**src/rtl/i2cm_pkg.sv**
```systemverilog
package i2cm_pkg;

    localparam int REG_W   = 8;
    localparam int PRESC_W = 2;

    localparam logic [1:0] ADR_RATE = 2'd0;
    localparam logic [1:0] ADR_STAT = 2'd1;
    localparam logic [1:0] ADR_DATA = 2'd2;
    localparam logic [1:0] ADR_CTRL = 2'd3;

    localparam int B_FLAG  = 7;
    localparam int B_ACKEN = 6;
    localparam int B_STA   = 5;
    localparam int B_STO   = 4;
    localparam int B_EN    = 2;
    localparam int B_IE    = 0;

    localparam logic [7:0] SC_START = 8'h08;
    localparam logic [7:0] SC_IDLE  = 8'hF8;

    typedef enum logic [1:0] {ACT_START, ACT_STOP, ACT_BYTE} act_e;

    typedef enum logic [3:0] {
        ST_IDLE, ST_HOLD,
        ST_SA, ST_SB, ST_SC,
        ST_BL, ST_BH,
        ST_PA, ST_PB, ST_PC
    } eng_st_e;

    typedef struct packed {
        logic acken;
        logic sta;
        logic sto;
        logic en;
        logic ie;
    } ctrl_t;

    function automatic logic [7:0] byte_code(input logic is_addr, input logic rd, input logic ack);
        logic [7:0] c;
        if (is_addr)  c = rd ? (ack ? 8'h40 : 8'h48) : (ack ? 8'h18 : 8'h20);
        else if (rd)  c = ack ? 8'h50 : 8'h58;
        else          c = ack ? 8'h28 : 8'h30;
        return c;
    endfunction

endpackage

```
**src/rtl/i2cm_half_timer.sv**
```systemverilog
module i2cm_half_timer #(
    parameter int CNT_W = 15
) (
    input  logic             clk,
    input  logic             rst,
    input  logic             run,
    input  logic [CNT_W-1:0] half,
    output logic             mid,
    output logic             last
);
    logic [CNT_W-1:0] cnt;

    assign last = run && (cnt == half - CNT_W'(1));
    assign mid  = run && (cnt == (half >> 1));

    always_ff @(posedge clk) begin
        if (rst || !run) cnt <= '0;
        else if (last)   cnt <= '0;
        else             cnt <= cnt + CNT_W'(1);
    end
endmodule

```
**src/rtl/i2cm_bit_engine.sv**
```systemverilog
module i2cm_bit_engine import i2cm_pkg::*; #(
    parameter int CNT_W = 15
) (
    input  logic             clk,
    input  logic             rst,
    input  logic             abort,
    input  logic             go,
    input  act_e             act,
    input  logic [7:0]       tx_byte,
    input  logic             rx_mode,
    input  logic             ack_en,
    input  logic [CNT_W-1:0] half,
    input  logic             sda_in,
    output logic             done,
    output logic             ack_seen,
    output logic [7:0]       rx_byte,
    output logic             scl_oe,
    output logic             sda_oe
);
    eng_st_e    st;
    logic [3:0] bit_idx;
    logic [7:0] sh;
    logic       rxm_q, acken_q, scl_low, sda_low, done_q, ack_q;
    logic       run, mid, last, drive;

    assign run      = (st != ST_IDLE) && (st != ST_HOLD);
    assign drive    = (bit_idx == 4'd8) ? (rxm_q && acken_q) : (!rxm_q && !sh[7]);
    assign done     = done_q;
    assign ack_seen = ack_q;
    assign rx_byte  = sh;
    assign scl_oe   = scl_low;
    assign sda_oe   = sda_low;

    i2cm_half_timer #(.CNT_W(CNT_W)) u_timer (
        .clk(clk), .rst(rst || abort), .run(run), .half(half), .mid(mid), .last(last)
    );

    always_ff @(posedge clk) begin
        if (rst || abort) begin
            st <= ST_IDLE; bit_idx <= '0; sh <= '0;
            rxm_q <= 1'b0; acken_q <= 1'b0; ack_q <= 1'b0;
            scl_low <= 1'b0; sda_low <= 1'b0; done_q <= 1'b0;
        end else begin
            done_q <= 1'b0;
            unique case (st)
                ST_IDLE, ST_HOLD: if (go) begin
                    scl_low <= 1'b1;
                    unique case (act)
                        ACT_START: st <= ST_SA;
                        ACT_STOP:  st <= ST_PA;
                        default: begin
                            st <= ST_BL; bit_idx <= '0; sh <= tx_byte;
                            rxm_q <= rx_mode; acken_q <= ack_en;
                        end
                    endcase
                end
                ST_SA: begin
                    if (mid) sda_low <= 1'b0;
                    if (last) begin scl_low <= 1'b0; st <= ST_SB; end
                end
                ST_SB: if (last) begin sda_low <= 1'b1; st <= ST_SC; end
                ST_SC: if (last) begin scl_low <= 1'b1; st <= ST_HOLD; done_q <= 1'b1; end
                ST_BL: begin
                    if (mid) sda_low <= drive;
                    if (last) begin scl_low <= 1'b0; st <= ST_BH; end
                end
                ST_BH: if (last) begin
                    scl_low <= 1'b1;
                    if (bit_idx == 4'd8) begin
                        ack_q <= !sda_in; done_q <= 1'b1; st <= ST_HOLD;
                    end else begin
                        sh <= {sh[6:0], sda_in}; bit_idx <= bit_idx + 4'd1; st <= ST_BL;
                    end
                end
                ST_PA: begin
                    if (mid) sda_low <= 1'b1;
                    if (last) begin scl_low <= 1'b0; st <= ST_PB; end
                end
                ST_PB: if (last) begin sda_low <= 1'b0; st <= ST_PC; end
                ST_PC: if (last) begin st <= ST_IDLE; done_q <= 1'b1; end
                default: st <= ST_IDLE;
            endcase
        end
    end

    // SDA may move under a released SCL only in the START/STOP edge phases
    p_sda_move_r10: assert property (@(posedge clk) disable iff (rst)
        (!scl_low && $past(!scl_low) && (sda_low != $past(sda_low)))
            |-> (st == ST_SC || st == ST_PC || $past(abort)));
endmodule

```
**src/rtl/i2c_byte_master.sv**
```systemverilog
module i2c_byte_master import i2cm_pkg::*; #(
    parameter int RATE_W    = 8,
    parameter int HALF_BASE = 8
) (
    input  logic             clk,
    input  logic             rst,
    input  logic [1:0]       reg_addr,
    input  logic             reg_wr,
    input  logic [REG_W-1:0] reg_wdata,
    output logic [REG_W-1:0] reg_rdata,
    output logic             scl_oe,
    output logic             sda_oe,
    input  logic             sda_in,
    output logic             irq
);
    localparam int MAX_SHIFT = 2 * ((1 << PRESC_W) - 1);
    localparam int CNT_W     = RATE_W + MAX_SHIFT + 1;

    logic [RATE_W-1:0]  rate_q;
    logic [PRESC_W-1:0] presc_q;
    logic [7:0]         data_q, code_q;
    ctrl_t              ctrl_q;
    logic               flag_q, busy_q, addr_next_q, rd_mode_q;
    act_e               act_q, act_req;
    logic               ctrl_wr, launch, en_eff;
    logic               eng_done, eng_ack;
    logic [7:0]         eng_rx;
    logic [CNT_W-1:0]   half;

    assign half    = CNT_W'(HALF_BASE) + (CNT_W'(rate_q) << {presc_q, 1'b0});
    assign ctrl_wr = reg_wr && (reg_addr == ADR_CTRL);
    assign en_eff  = ctrl_wr ? reg_wdata[B_EN] : ctrl_q.en;
    assign launch  = ctrl_wr && reg_wdata[B_FLAG] && reg_wdata[B_EN] && !busy_q;
    assign act_req = reg_wdata[B_STA] ? ACT_START : (reg_wdata[B_STO] ? ACT_STOP : ACT_BYTE);
    assign irq     = flag_q && ctrl_q.ie;

    always_comb begin
        unique case (reg_addr)
            ADR_RATE: reg_rdata = REG_W'(rate_q);
            ADR_STAT: reg_rdata = {code_q[7:3], 1'b0, presc_q};
            ADR_DATA: reg_rdata = data_q;
            default:  reg_rdata = {flag_q, ctrl_q.acken, ctrl_q.sta, ctrl_q.sto,
                                   1'b0, ctrl_q.en, 1'b0, ctrl_q.ie};
        endcase
    end

    i2cm_bit_engine #(.CNT_W(CNT_W)) u_engine (
        .clk(clk), .rst(rst), .abort(!en_eff), .go(launch), .act(act_req),
        .tx_byte(data_q), .rx_mode(rd_mode_q && !addr_next_q),
        .ack_en(reg_wdata[B_ACKEN]), .half(half), .sda_in(sda_in),
        .done(eng_done), .ack_seen(eng_ack), .rx_byte(eng_rx),
        .scl_oe(scl_oe), .sda_oe(sda_oe)
    );

    always_ff @(posedge clk) begin
        if (rst) begin
            rate_q <= '0; presc_q <= '0; data_q <= '0; code_q <= SC_IDLE;
            ctrl_q <= '0; flag_q <= 1'b0; busy_q <= 1'b0;
            addr_next_q <= 1'b0; rd_mode_q <= 1'b0; act_q <= ACT_START;
        end else begin
            if (reg_wr && reg_addr == ADR_RATE) rate_q  <= reg_wdata[RATE_W-1:0];
            if (reg_wr && reg_addr == ADR_STAT) presc_q <= reg_wdata[PRESC_W-1:0];
            if (reg_wr && reg_addr == ADR_DATA && !busy_q) data_q <= reg_wdata;
            if (ctrl_wr) begin
                ctrl_q <= '{acken: reg_wdata[B_ACKEN], sta: reg_wdata[B_STA],
                            sto: reg_wdata[B_STO], en: reg_wdata[B_EN], ie: reg_wdata[B_IE]};
                if (reg_wdata[B_FLAG]) flag_q <= 1'b0;
            end
            if (launch) begin
                busy_q <= 1'b1;
                act_q  <= act_req;
            end
            if (!en_eff) busy_q <= 1'b0;
            if (eng_done) begin
                flag_q <= 1'b1;
                busy_q <= 1'b0;
                unique case (act_q)
                    ACT_START: begin code_q <= SC_START; addr_next_q <= 1'b1; end
                    ACT_STOP:  begin code_q <= SC_IDLE;  addr_next_q <= 1'b0; end
                    default: begin
                        code_q <= byte_code(addr_next_q, addr_next_q ? data_q[0] : rd_mode_q, eng_ack);
                        if (addr_next_q) begin
                            rd_mode_q   <= data_q[0];
                            addr_next_q <= 1'b0;
                        end else if (rd_mode_q) begin
                            data_q <= eng_rx;
                        end
                    end
                endcase
            end
        end
    end

    // the flag only rises after an engine completion
    p_flag_rise_r2: assert property (@(posedge clk) disable iff (rst)
        $rose(flag_q) |-> $past(eng_done));
    // every completion leaves the flag set
    p_done_sets_flag_r2: assert property (@(posedge clk) disable iff (rst)
        eng_done |=> flag_q);
    // the data register holds while a step runs, except at its completion
    p_data_hold_r8: assert property (@(posedge clk) disable iff (rst)
        (busy_q && !eng_done) |=> $stable(data_q));
    // a disabled interface leaves both lines released
    p_release_r9: assert property (@(posedge clk) disable iff (rst)
        !ctrl_q.en |-> (!scl_oe && !sda_oe));
endmodule

```
**config.mk**
```make
export PLATFORM = sky130hd
export DESIGN_NAME = i2c_byte_master
export DESIGN_NICKNAME = d
export VERILOG_FILES = /design/src/rtl/i2cm_pkg.sv /design/src/rtl/i2cm_half_timer.sv /design/src/rtl/i2cm_bit_engine.sv /design/src/rtl/i2c_byte_master.sv
export SDC_FILE = /design/constraint.sdc
export NUM_CORES = 1
export LEC_CHECK = 0
export BUFFER_PORTS_ARGS = -buffer_cell sky130_fd_sc_hd__buf_4
export CAP_MARGIN = 20
export CORE_MARGIN = 2
export CORE_UTILIZATION = 62
export DETAILED_ROUTE_END_ITERATION = 10
export PLACE_DENSITY = 0.81
export SLEW_MARGIN = 20
export SYNTH_ARGS = -nofsm -noshare
export SYNTH_HDL_FRONTEND = slang
export SYNTH_SLANG_ARGS = --single-unit
```
**constraint.sdc**
```tcl
create_clock -name clk -period 5.8 [get_ports clk]
set_clock_uncertainty 0.2 [all_clocks]
set_input_delay 0.29 -clock clk [delete_from_list [all_inputs] [get_ports clk]]
set_output_delay 0.29 -clock clk [all_outputs]
set_load 0.02 [all_outputs]
```
==> results.sh <==
export IMPL_pre_cts_ws_ns=0.595
export IMPL_power_leakage_uw=0.00182
export IMPL_timing_hold_ws_ns=0.0355
export IMPL_clk_latency_ns=0.33
export IMPL_slowest_delay_ns=0.91
export IMPL_ctsHoldBuffers=0
export IMPL_core_area_um2=7610
export IMPL_gr_total_overflow=0
export IMPL_worstMarginPinSlew_ns=1.07
export IMPL_yosys_warnings=0
export IMPL_seq_area_frac_synth=0.296
export IMPL_wl_um=11400
export IMPL_fin_nets=585
export IMPL_drc=0
export IMPL_cp_required_ns=5.80
export IMPL_crit_buf_inv=0
export IMPL_hp_class="in2reg"
export IMPL_die_w_um=92.0
export IMPL_grt_pass1_wl_um=19100
export IMPL_cts_tree="yes"
export IMPL_ios=25
export IMPL_synthFlopType="dfxtp_1"
export IMPL_synth_edf_count=0
export IMPL_status="complete, no violations"
export IMPL_antenna_found_initial=0
export IMPL_rsz0062_at_grt="false"
export IMPL_nFillCells=638
export IMPL_antennaDiodeCount=0
export IMPL_cpMaxStageDelayCell="dfxtp_1"
export IMPL_viasPerCell=6.13
export IMPL_ys_types=83
export IMPL_dp_hpwl_um=8390
export IMPL_cts_resized=0
export IMPL_critPathCaptureType="flop"
export IMPL_firstDrtPassIters=5
export IMPL_post_cts_buffers=0
export IMPL_die_area_um2=8470
export IMPL_cp_max_fo=25
export IMPL_synthCells=560
export IMPL_synth_area_um2=4800
export IMPL_synth_top_area_cell="dfxtp_1"
export IMPL_dieHeight_um=92.0
export IMPL_clockBufferDepth=2
export IMPL_start_util=0.631
export IMPL_tns_ns=0
export IMPL_synth_area_leaders="dfxtp_1 30%, mux2i_1 8.3%, nor2_1 5.9%"
export IMPL_htree_levels=3
export IMPL_crit_family="compound AO/OA/AOI/OAI gates"
export IMPL_clock_root_buffer="clkbuf_8"
export IMPL_gp_congestion=0.911
export IMPL_critPathMostFrequentCell="mux2i_1"
export IMPL_cts_sinks=71
export IMPL_synthToLayoutAreaGrowth_pct=6.41
export IMPL_io_buffers=24
export IMPL_grt_use_total=0.280
export IMPL_wl_per_cell_um=17.1
export IMPL_place_inst=653
export IMPL_path_cells="mux2i_1, o21ai_0, ha_1, and4b_2, a21oi_4, nor3_2, xnor2_2, nand3_2, nor4_2, o221ai_2, a211oi_4, a31oi_2, mux2i_1, nor2_1"
export IMPL_cts_inserted_buffers=9
export IMPL_critical_path_class="reg2reg"
export IMPL_synth_nets=583
export IMPL_cap_violations=0
export IMPL_num_rows=32
export IMPL_grt_max_degree=34
export IMPL_stdcell_count=668
export IMPL_setup_viol=0
export IMPL_fin_crit_sh=0.885
export IMPL_setup_ws_ns=0.669
export IMPL_hold_viol_final=0
export IMPL_netlist_area_leader_share=0.296
export IMPL_final_antenna_net_count=0
export IMPL_arrival_ns=5.13
export IMPL_drive_above_1_share=0.163
export IMPL_power_total_uw=947
export IMPL_grt_pass1_vias=3947
export IMPL_clkTransAtPathRegs_ns=0.07
export IMPL_synthArstFlopShare=0
export IMPL_drtIter0Drc=207
export IMPL_vdd_drop_max_uv=149
export IMPL_timing_slew_headroom=0.287
export IMPL_drv_slew=0
export IMPL_max_freq_mhz=195
export IMPL_postSynthAreaPerCell_um2=8.58
export IMPL_yosys_register_bits=71
export IMPL_p_per_area_nw_per_um2=185
export IMPL_finalCriticalPeriod_ns=5.13
export IMPL_start_kind="flop"
export IMPL_vias=4097
-- power breakdown --
part	internal (uW)	switching, uW	leakage (uW)	total (uW)
Combinational	41.5	51.3	0.00115	92.8
Clock	176	176	0.0000922	352
Sequential	493	9.54	0.000574	502
-- registers in the layout, indices dropped and copies added, names as in the netlist --
signal                count
busy_q                    1
act_q                     2
u_engine.ack_seen         1
u_engine.bit_idx          4
rd_mode_q                 1
data_q                    8
addr_next_q               1
presc_q                   2
ctrl_q                    5
u_engine.rxm_q            1
flag_q                    1
u_engine.scl_oe           1
u_engine.acken_q          1
u_engine.u_timer.cnt     15
u_engine.st               4
u_engine.done             1
rate_q                    8
u_engine.sda_oe           1
u_engine.rx_byte          8
code_q                    5
-- cell usage after synthesis (11+ instances only) --
master / instances
nand2_1: 48
xor2_1: 17
o21ai_0: 19
dfxtp_1: 71
xnor2_1: 32
mux2_2: 11
inv_1: 14
nor2_1: 75
nand3_1: 19
a21oi_1: 28
clkbuf_1: 21
mux2i_1: 40
a211oi_1: 12
-- kinds of logic (layout without fill, tap and decap cells) --
group / count (synthesis) / count (layout) / synth area share
compound gates: 101 / 101 / 0.155
simple gates: 219 / 219 / 0.227
fa+ha+maj: 9 / 9 / 0.0234
mux: 59 / 59 / 0.145
xor+xnor: 51 / 51 / 0.0974
buf+inv: 50 / 56 / 0.0563
flops: 71 / 71 / 0.296
-- cells in the final DEF, fill, tap and decap left out, types with 5 or more instances in the layout --
cell,count
nor2_1,75
dfxtp_1,71
nand2_1,48
mux2i_1,40
xnor2_1,32
a21oi_1,28
buf_4,27
nand3_1,19
o21ai_0,19
xor2_1,17
inv_1,14
a211oi_1,12
mux2_2,11
clkbuf_8,11
nor3_1,10
ha_1,9
nand4_1,7
mux4_2,7
or2_2,6
nor2b_1,6
nand2b_1,6
nor4_1,5
-- metal layers --
| layer | routed length [um] | global-route usage |
|---|---|---|
| met5 | 0 | 0 |
| met4 | 242 | 0.0846 |
| met3 | 480 | 0.0468 |
| met2 | 5900 | 0.494 |
| met1 | 4820 | 0.350 |
-- cell type report --
class                   instances  area (um2)  area share
multi-input cells             439        3130       0.613
flip-flops and latches         71        1420       0.278
clock buffers                  12         155      0.0304
repair buffers                 27         203      0.0397
inverters                      14        52.6      0.0103
well taps                     102         128      0.0250
clock inverters                 3        18.8     0.00367
-- path summary, 6_finish.rpt --
path	startpoint	end	slack, ns	depth (start not counted)
setup / recovery	presc_q[0]$_SDFFE_PP0P_	u_engine.rx_byte[0]$_SDFFE_PP0P_	0.67	14
hold / removal	reg_wdata[3]	rate_q[3]$_SDFFE_PP0P_	0.04	3
setup reg to reg	presc_q[0]$_SDFFE_PP0P_	u_engine.rx_byte[0]$_SDFFE_PP0P_	0.67	14
hold reg to reg	ctrl_q[3]$_SDFFE_PP0P_	ctrl_q[3]$_SDFFE_PP0P_	0.27	2
-- worst register-to-register path, delay by kind of cell (launching register included) --
kind                     cells  cell delay (ns)
XOR/XNOR                     1             0.40
AO/OA/AOI/OAI                5             1.59
AND/OR/NAND/NOR              5             0.97
multiplexers                 2             0.65
adder cells (fa/ha/maj)      1             0.28
flip-flops                   1             0.91
-- stage by stage --
stage / area (um2) / util
after detailed placement: 4930 / 0.648
after global placement: 4920 / 0.647
after global routing: 5110 / 0.672
final: 5110 / 0.672
after floorplan: 4800 / -
after CTS: 5100 / 0.671
(Power assumes the default switching activity.)
